[config.mk]
export PLATFORM = sky130hd
export DESIGN_NAME = rstwake_ctrl
export DESIGN_NICKNAME = d
export VERILOG_FILES = /design/src/rtl/rstwake_pkg.sv /design/src/rtl/rstwake_sync.sv /design/src/rtl/rstwake_hold.sv /design/src/rtl/rstwake_sleep.sv /design/src/rtl/rstwake_ctrl.sv
export SDC_FILE = /design/constraint.sdc
export NUM_CORES = 1
export LEC_CHECK = 0
export BUFFER_PORTS_ARGS = -buffer_cell sky130_fd_sc_hd__buf_2
export CAP_MARGIN = 20
export CORE_MARGIN = 1
export CORE_UTILIZATION = 49
export CTS_BUF_LIST = sky130_fd_sc_hd__clkbuf_2
export DETAILED_ROUTE_END_ITERATION = 10
export PLACE_DENSITY = 0.82
export RECOVER_POWER = 50
export SETUP_SLACK_MARGIN = 0.05
export SYNTH_ARGS = -nofsm -noshare
export SYNTH_HDL_FRONTEND = slang
export SYNTH_SLANG_ARGS = --single-unit
[constraint.sdc]
create_clock -name clk -period 2.2 [get_ports clk]
set_input_delay 0.55 -clock clk [delete_from_list [all_inputs] [get_ports clk]]
set_output_delay 0.55 -clock clk [all_outputs]
set_load 0.005 [all_outputs]
[src/rtl/rstwake_pkg.sv]
package rstwake_pkg;

   typedef enum logic [1:0] {
      WK_PIN  = 2'b00,
      WK_WDOG = 2'b01,
      WK_PORT = 2'b10,
      WK_CMP  = 2'b11
   } wake_code_e;

   typedef enum int unsigned {
      SL_CTRL = 0,
      SL_B0F  = 1,
      SL_B1B  = 2,
      SL_B1C  = 3,
      SL_B1D  = 4,
      SL_B1E  = 5,
      SL_B1F  = 6,
      SL_NUM  = 7
   } init_slot_e;

   // slots whose reset value is all ones
   function automatic bit slot_all_ones(int unsigned s);
      return (s == SL_B1B) || (s == SL_B1C) || (s == SL_B1D);
   endfunction

   // fixed priority: pin, watchdog, port, comparator
   function automatic wake_code_e pick_wake(logic pin, logic wdog, logic port, logic cmp);
      if (pin)       return WK_PIN;
      else if (wdog) return WK_WDOG;
      else if (port) return WK_PORT;
      else if (cmp)  return WK_CMP;
      else           return WK_PIN;
   endfunction

endpackage

[src/rtl/rstwake_sync.sv]
module rstwake_sync #(
   parameter int STAGES  = 2,
   parameter bit RST_VAL = 1'b1
) (
   input  logic clk,
   input  logic por_i,
   input  logic d_i,
   output logic q_o
);
   if (STAGES < 2) begin : g_bad_stages
      $error("rstwake_sync: STAGES must be at least 2");
   end

   logic [STAGES-1:0] chain;

   always_ff @(posedge clk or posedge por_i) begin
      if (por_i) chain <= {STAGES{RST_VAL}};
      else       chain <= {chain[STAGES-2:0], d_i};
   end

   assign q_o = chain[STAGES-1];
endmodule

[src/rtl/rstwake_hold.sv]
module rstwake_hold #(
   parameter int HOLD_NORM = 576,
   parameter int HOLD_LF   = 16000
) (
   input  logic clk,
   input  logic por_i,
   input  logic restart_i,
   input  logic tick_i,
   input  logic slow_i,
   output logic hold_o,
   output logic por_hold_o
);
   localparam int MAXH = (HOLD_LF > HOLD_NORM) ? HOLD_LF : HOLD_NORM;
   localparam int CW   = $clog2(MAXH + 1);

   logic [CW-1:0] cnt;
   logic [CW-1:0] lim;
   logic          last;

   assign lim  = slow_i ? CW'(HOLD_LF) : CW'(HOLD_NORM);
   assign last = (cnt >= lim - 1'b1);

   always_ff @(posedge clk or posedge por_i) begin
      if (por_i) begin
         hold_o     <= 1'b1;
         por_hold_o <= 1'b1;
         cnt        <= '0;
      end else if (restart_i) begin
         hold_o <= 1'b1;
         cnt    <= '0;
      end else if (hold_o && tick_i) begin
         if (last) begin
            hold_o     <= 1'b0;
            por_hold_o <= 1'b0;
            cnt        <= '0;
         end else begin
            cnt <= cnt + 1'b1;
         end
      end
   end

   // hold ends only on a counted tick with no new event
   p_release_on_tick_r2: assert property (@(posedge clk) disable iff (por_i)
      $fell(hold_o) |-> $past(tick_i) && !$past(restart_i));

   p_cnt_in_range_r2: assert property (@(posedge clk) disable iff (por_i)
      cnt < CW'(MAXH));

   // a restart leaves the count at zero
   p_restart_zero_r5: assert property (@(posedge clk) disable iff (por_i)
      restart_i |=> hold_o && (cnt == '0));
endmodule

[src/rtl/rstwake_sleep.sv]
module rstwake_sleep
   import rstwake_pkg::*;
(
   input  logic       clk,
   input  logic       por_i,
   input  logic       in_reset_i,
   input  logic       rst_evt_i,
   input  logic       sleep_req_i,
   input  logic       pin_low_i,
   input  logic       wdog_hit_i,
   input  logic       port_hit_i,
   input  logic       cmp_hit_i,
   output logic       asleep_o,
   output logic       entry_pulse_o,
   output logic [1:0] wake_src_o,
   output logic       wake_vld_o
);
   logic       any_wake;
   wake_code_e code;

   assign any_wake = pin_low_i | wdog_hit_i | port_hit_i | cmp_hit_i;
   assign code     = pick_wake(pin_low_i, wdog_hit_i, port_hit_i, cmp_hit_i);

   always_ff @(posedge clk or posedge por_i) begin
      if (por_i) begin
         asleep_o      <= 1'b0;
         entry_pulse_o <= 1'b0;
         wake_src_o    <= WK_PIN;
         wake_vld_o    <= 1'b0;
      end else begin
         entry_pulse_o <= 1'b0;
         if (asleep_o) begin
            if (any_wake) begin
               asleep_o   <= 1'b0;
               wake_src_o <= code;
               wake_vld_o <= 1'b1;
            end
         end else if (sleep_req_i && !in_reset_i && !rst_evt_i) begin
            asleep_o      <= 1'b1;
            entry_pulse_o <= 1'b1;
            wake_vld_o    <= 1'b0;
         end
      end
   end

   p_enter_gated_r8: assert property (@(posedge clk) disable iff (por_i)
      $rose(asleep_o) |-> $past(sleep_req_i) && !$past(in_reset_i));

   p_wake_has_cause_r9: assert property (@(posedge clk) disable iff (por_i)
      $fell(asleep_o) |-> $past(any_wake));

   p_vld_low_asleep_r11: assert property (@(posedge clk) disable iff (por_i)
      asleep_o |-> !wake_vld_o);
endmodule

[src/rtl/rstwake_ctrl.sv]
module rstwake_ctrl
   import rstwake_pkg::*;
#(
   parameter int HOLD_NORM   = 576,
   parameter int HOLD_LF     = 16000,
   parameter int SYNC_STAGES = 2,
   parameter int DATA_W      = 8,
   parameter int INT_BIT     = 6
) (
   input  logic clk,
   input  logic por_i,
   input  logic ext_rst_n,
   input  logic wdt_en,
   input  logic wdt_timeout,
   input  logic sleep_req,
   input  logic port_chg,
   input  logic pin_wake_en,
   input  logic cmp_chg,
   input  logic cmp_wake_en,
   input  logic ref_tick,
   input  logic slow_xtal,
   output logic core_rst,
   output logic por_rst,
   output logic osc_en,
   output logic tcc_en,
   output logic wdt_clr,
   output logic sleep_st,
   output logic [1:0] wake_src,
   output logic wake_vld,
   output logic [SL_NUM*DATA_W-1:0] init_vals
);
   localparam int NSLOT = SL_NUM;

   if (HOLD_NORM < 1 || HOLD_LF < 1) begin : g_bad_hold
      $error("rstwake_ctrl: hold counts must be at least 1");
   end
   if (INT_BIT < 0 || INT_BIT >= DATA_W) begin : g_bad_int
      $error("rstwake_ctrl: INT_BIT outside the data width");
   end

   logic pin_q, pin_low;
   logic wdog_hit, port_hit, cmp_hit;
   logic asleep, entry_pulse, rst_evt;

   rstwake_sync #(.STAGES(SYNC_STAGES), .RST_VAL(1'b1)) u_pin_sync (
      .clk   (clk),
      .por_i (por_i),
      .d_i   (ext_rst_n),
      .q_o   (pin_q)
   );

   assign pin_low  = ~pin_q;
   assign wdog_hit = wdt_en & wdt_timeout;
   assign port_hit = port_chg & pin_wake_en;
   assign cmp_hit  = cmp_chg & cmp_wake_en;
   // a watchdog time-out resets only when awake; in sleep it wakes
   assign rst_evt  = pin_low | (wdog_hit & ~asleep);

   rstwake_hold #(.HOLD_NORM(HOLD_NORM), .HOLD_LF(HOLD_LF)) u_hold (
      .clk        (clk),
      .por_i      (por_i),
      .restart_i  (rst_evt),
      .tick_i     (ref_tick),
      .slow_i     (slow_xtal),
      .hold_o     (core_rst),
      .por_hold_o (por_rst)
   );

   rstwake_sleep u_sleep (
      .clk           (clk),
      .por_i         (por_i),
      .in_reset_i    (core_rst),
      .rst_evt_i     (rst_evt),
      .sleep_req_i   (sleep_req),
      .pin_low_i     (pin_low),
      .wdog_hit_i    (wdog_hit),
      .port_hit_i    (port_hit),
      .cmp_hit_i     (cmp_hit),
      .asleep_o      (asleep),
      .entry_pulse_o (entry_pulse),
      .wake_src_o    (wake_src),
      .wake_vld_o    (wake_vld)
   );

   assign sleep_st = asleep;
   assign osc_en   = ~asleep;
   assign tcc_en   = ~asleep;
   assign wdt_clr  = core_rst | entry_pulse;

   for (genvar i = 0; i < NSLOT; i++) begin : g_init
      if (i == SL_CTRL) begin : g_ctrl
         assign init_vals[i*DATA_W +: DATA_W] = {{(DATA_W-1){1'b0}}, 1'b1} << INT_BIT;
      end else if (slot_all_ones(i)) begin : g_ones
         assign init_vals[i*DATA_W +: DATA_W] = '1;
      end else begin : g_zero
         assign init_vals[i*DATA_W +: DATA_W] = '0;
      end
   end

   p_por_within_core_r6: assert property (@(posedge clk) disable iff (por_i)
      por_rst |-> core_rst);

   p_osc_on_in_reset_r1: assert property (@(posedge clk) disable iff (por_i)
      core_rst |-> osc_en && !sleep_st);

   p_clear_on_entry_r8: assert property (@(posedge clk) disable iff (por_i)
      $rose(sleep_st) |-> wdt_clr);

   p_wdog_no_reset_asleep_r10: assert property (@(posedge clk) disable iff (por_i)
      (sleep_st && !pin_low) |=> !$rose(core_rst));
endmodule

# == Word-level counts from Yosys, hierarchy flattened ==
# Index checks and enable logic that the tools add are counted.
# word_totals
register_bits,23
latch_bits,0
ram_bits,0
romBits,0
in_bits,12
output_inout_bits,65
wordCells,54
mem_count,0
# classes
n_addsub,2
mul,0
div_mod_pow,0
order_cmp,1
n_eq_ne,1
shifts,0
n_mux,18
bitwise,12
n_reduce_logical,12
# ops
op,n
2-to-1 mux 14 bit,4
adder 14 x 1 -> 14 bit (second input constant),1
>= comparator 14 bit,1
subtractor 14 x 1 -> 14 bit (second input constant),1
2-to-1 mux 1 bit,10
2-to-1 mux 2 bit,4
AND reduction 2 bit,3
nonzero test 2 bit,3
bitwise OR 1 bit,5
bitwise AND 1 bit,4
logical AND 1 bit,3
inverter 1 bit,3
AND reduction 3 bit,1
zero test 1 bit,2
!= test 2 bit (second input constant),1

# == Longest topological paths before layout ==
# depth
word_depth,7
depth_mapped,8
ltp_nobuf,7

# == Cells and area by module ==
# From an unflattened synthesis, not the netlist that was laid out.
# hier_totals
cells_unflattened,197
hier_area_um2,1760.4
# modules_own_cells
module,instances,cells_per_inst,area_per_inst_um2,seq_area_each_um2
rstwake_hold,1,107,994.7,402.9
rstwake_ctrl,1,66,478.0,0.0
rstwake_sleep,1,21,231.5,125.1
rstwake_sync,1,3,56.3,52.6

# == Worst setup path before layout ==
# No wires, ideal clock.
# synth_path
path_kind,in2reg
startpoint,input slow_xtal
endpoint,register u_hold.cnt[2]
setup_ns,0.082
arrival_ns,1.879
required_time_ns,2.118
path_slack_ns,0.239
path_stages,8
path_buffers,1
cell_sequence,inv_1 ha_1 a21oi_1 o21ai_0 a21oi_1 buf_2 nand3b_1 a31oi_1
# synth_between
elab_chain_len,6
# synth_rtl
element,line,rtl
from (decl),rstwake_ctrl.sv:21,"input logic slow_xtal,"
2-to-1 mux 14 bit,rstwake_hold.sv:20,assign lim = slow_i ? CW'(HOLD_LF) : CW'(HOLD_NORM);
subtractor 14 x 1 -> 14 bit,rstwake_hold.sv:21,assign last = (cnt >= lim - 1'b1);
>= comparator 14 bit,rstwake_hold.sv:21,
2-to-1 mux 14 bit,rstwake_hold.sv:32,if (last) begin
2-to-1 mux 14 bit,rstwake_hold.sv:31,end else if (hold_o && tick_i) begin
2-to-1 mux 14 bit,rstwake_hold.sv:28,end else if (restart_i) begin
to (signal assigned),rstwake_hold.sv:37,cnt <= cnt + 1'b1;
to (decl),rstwake_hold.sv:16,logic [CW-1:0] cnt;
# Every way passes these cells. The select of a mux whose other input is x is not followed.
# A chain may end at the register's enable or synchronous reset.

# == Worst setup path after layout ==
# layout_path
startpoint,register u_hold.cnt[11]
endpoint,register u_hold.cnt[2]
# layout_between
elab_chain_len,4
# layout_rtl
element,line
>= comparator 14 bit,rstwake_hold.sv:21
2-to-1 mux 14 bit,rstwake_hold.sv:32
2-to-1 mux 14 bit,rstwake_hold.sv:31
2-to-1 mux 14 bit,rstwake_hold.sv:28
# Every way passes these cells. The select of a mux whose other input is x is not followed.

==> metrics <==
status=finished, final reports clean; complex-gate fraction of the synthesized area=0.1544; xor/xnor share of the synthesized area=0.01983; CTS buffer count=3; DR vias/cell=4.653; Arr. time, crit path=2.10 ns; Worst setup SP type=register; register area share after synthesis=0.3286; Critical Path End Type=register; post-route design area=~0.0017 mm2; # resized after CTS=0; Detailed Routing Iterations Pass 1=4; final setup margin=0.3866 ns; setup TNS=0 ns; area grow syn2layout=-1.558%; post-DP HPWL=about 2.2 mm; Worst R2R Start=u_hold.cnt[11]; # Max-Cap Violations=0; fill count=343; Post-Syn Area=0.001767 mm2; final hold violations=0; Post-synth EDFFs=0; largest family of logic cells by synthesized area=buffers and inverters; fmax=0.5514 GHz; setup bufs post-CTS=0; leak pwr=0.8273 nW; H-tree depth=1; initial antenna violation count=0; Hold Buf Count CTS=0; Max Slew Vio Count=0; WS Path Type=reg -> reg; placed instance area=0.001723 mm2; Avg Cell Area, Syn=8.576 um2; core area=0.003390 mm2; Clock Sinks=23; Setup Viol. Count Final=0; Yosys reg bits=23; number of remaining DRC errors=0; grt ovf=0; Clock Tree Buf Depth=2; final setup skew=0.01007 ns; Cell Count, Final, Fillers Out=274; global placer's final weighted congestion=0.8198; Crit. Startpoint=u_hold.cnt[11]; routed len/inst=10.24 um; Worst R2R Setup Slack=around 0.39 ns; Slew HR=0.2022; clk root buf=clkbuf_2; post-synthesis mux area share=0; Post-Place Cells=270; DR iter-0 viols=54; post-route ant nets=0; full die area=around 0.0038 mm2; clk_lat worst skew=between 0.3 and 0.4 ns; WP data required=2.48 ns; R2R cell count=7; hold depth=1; All-Layer GR Usage=0.1644; worst vdd ir=approximately 0.0002 V; hold slack=0.2726 ns; Detailed Route WL=2.805 mm; clock-pin slew on the worst setup and hold paths=0.23 ns; post-place setup slack=0.1253 ns; Die Height=62.05 um; yosys warns=0; RSZ-0062 raised after global routing=no; Final #Nets=247; largest net degree at the start of global routing=24; Synth async-reset ratio=1.000; Port-buffer cells=20; Synth Area in Adders=0.04249; worst hold path type=in -> reg; CP Max Fanout=10; library cells used by synthesis=33; top_reg_cell synth=dfrtp_1; Die Wd=62.05 um; row count=21; vias in the first global route=1092; Worst-Margin Slew=between 1 and 1.5 ns; Vias=1275; Post-Synth Simple-Gate Area=0.1813; Ant. Diodes=0; min Tclk post-route=1.813 ns; Initial Util=0.5212; Worst Hold Launch=ext_rst_n; Mapped Cells=206; first-pass GRT wire length=4.698 mm; CTS tree=done; Final period util=0.8243; Power Density=between 300 and 400 mW/mm2; share of cells above drive strength 1=0.1798; num ports=77
==> area by class of cell <==
cell class / count / area [um2] / share of cell area
multi-input cells: 168 / 913.4 / 0.5252
repair buffers: 26 / 141.4 / 0.08130
clock inverters: 1 / 5.005 / 0.002878
clock buffers: 3 / 15.01 / 0.008633
flip-flops and latches: 23 / 580.6 / 0.3338
well taps: 46 / 57.56 / 0.03309
inverters: 7 / 26.28 / 0.01511
==> power breakdown <==
part | total (mW) | leakage, nW | internal [mW] | switching (mW)
sequential | 0.433 | 0.301 | 0.429 | 0.00336
combinational | 0.0806 | 0.510 | 0.0190 | 0.0616
clock | 0.175 | 0.0164 | 0.0412 | 0.134
==> flip-flops by register name (all words and copies together) (netlist names) <==
signal / cells
u_sleep.asleep_o: 1
u_sleep.entry_pulse_o: 1
u_hold.por_hold_o: 1
u_sleep.wake_vld_o: 1
u_hold.hold_o: 1
u_sleep.wake_src_o: 2
u_hold.cnt: 14
u_pin_sync.chain: 2
==> worst paths after layout <==
kind / end
setup / recovery: u_hold.cnt[2]
hold / removal: u_pin_sync.chain[0]
setup reg to reg: u_hold.cnt[2]
hold reg to reg: u_pin_sync.chain[1]
max in group asynchronous: u_sleep.asleep_o
min in group asynchronous: u_hold.cnt[3]
==> worst max-delay path: stages (launching register included) <==
cell	delay (ns)
dfrtp_1	0.49
ha_1	0.33
a21oi_1	0.14
o21ai_0	0.09
a21oi_1	0.21
buf_4	0.21
nand4b_1	0.11
a31oi_1	0.18
==> cell usage after synthesis, types with 2 or more instances <==
cell type	count	area, um2
nand2_1	24	90.09
nor4_1	2	12.51
a2111oi_4	3	82.58
conb_1	2	7.510
dfrtp_1	19	475.5
nand3_1	14	70.07
a31oi_1	4	25.02
xnor2_1	4	35.03
buf_4	57	427.9
ha_1	6	75.07
nor2_1	11	41.29
dfstp_2	4	105.1
a21oi_1	11	55.05
inv_1	7	26.28
or2_4	2	17.52
nor3_1	5	25.02
o21ai_0	10	50.05
o21a_1	3	22.52
clkbuf_1	3	11.26
buf_2	2	10.01
==> stage by stage <==
step           power [mW]    util
6_report           0.6884  0.5131
2_1_floorplan      0.5684       -
3_3_place_gp       0.5192  0.5083
4_1_cts            0.6952  0.5142
3_5_place_dp       0.5207  0.5083
5_1_grt            0.7339  0.5131
==> layer usage <==
metal,track usage,vias up,share of wire
met1,0.2173,594,0.46
met5,0,-,0
li1,-,627,-
met2,0.2614,47,0.47
met3,0.02899,7,0.049
met4,0.07619,0,0.014
==> layout by cell type (no fill, tap or decap), types with 6 or more instances in the layout <==
| cell type | synthesis | final |
|---|---|---|
| buf_2 | 2 | 20 |
| nor2_1 | 11 | 11 |
| conb_1 | 2 | 56 |
| ha_1 | 6 | 6 |
| inv_1 | 7 | 7 |
| o21ai_0 | 10 | 10 |
| nand3_1 | 14 | 14 |
| a21oi_1 | 11 | 11 |
| dfrtp_1 | 19 | 19 |
| nand2_1 | 24 | 24 |
==> logic make-up after synthesis <==
kind of cell,after synthesis
buffers and inverters,69
and+or+nand+nor,66
AOI/OAI and AO/OA,36
DFF,23
adders and majority gates,6
xor gates and xnor gates,4
other,2
No activity file was read; power rests on OpenSTA's default activity.
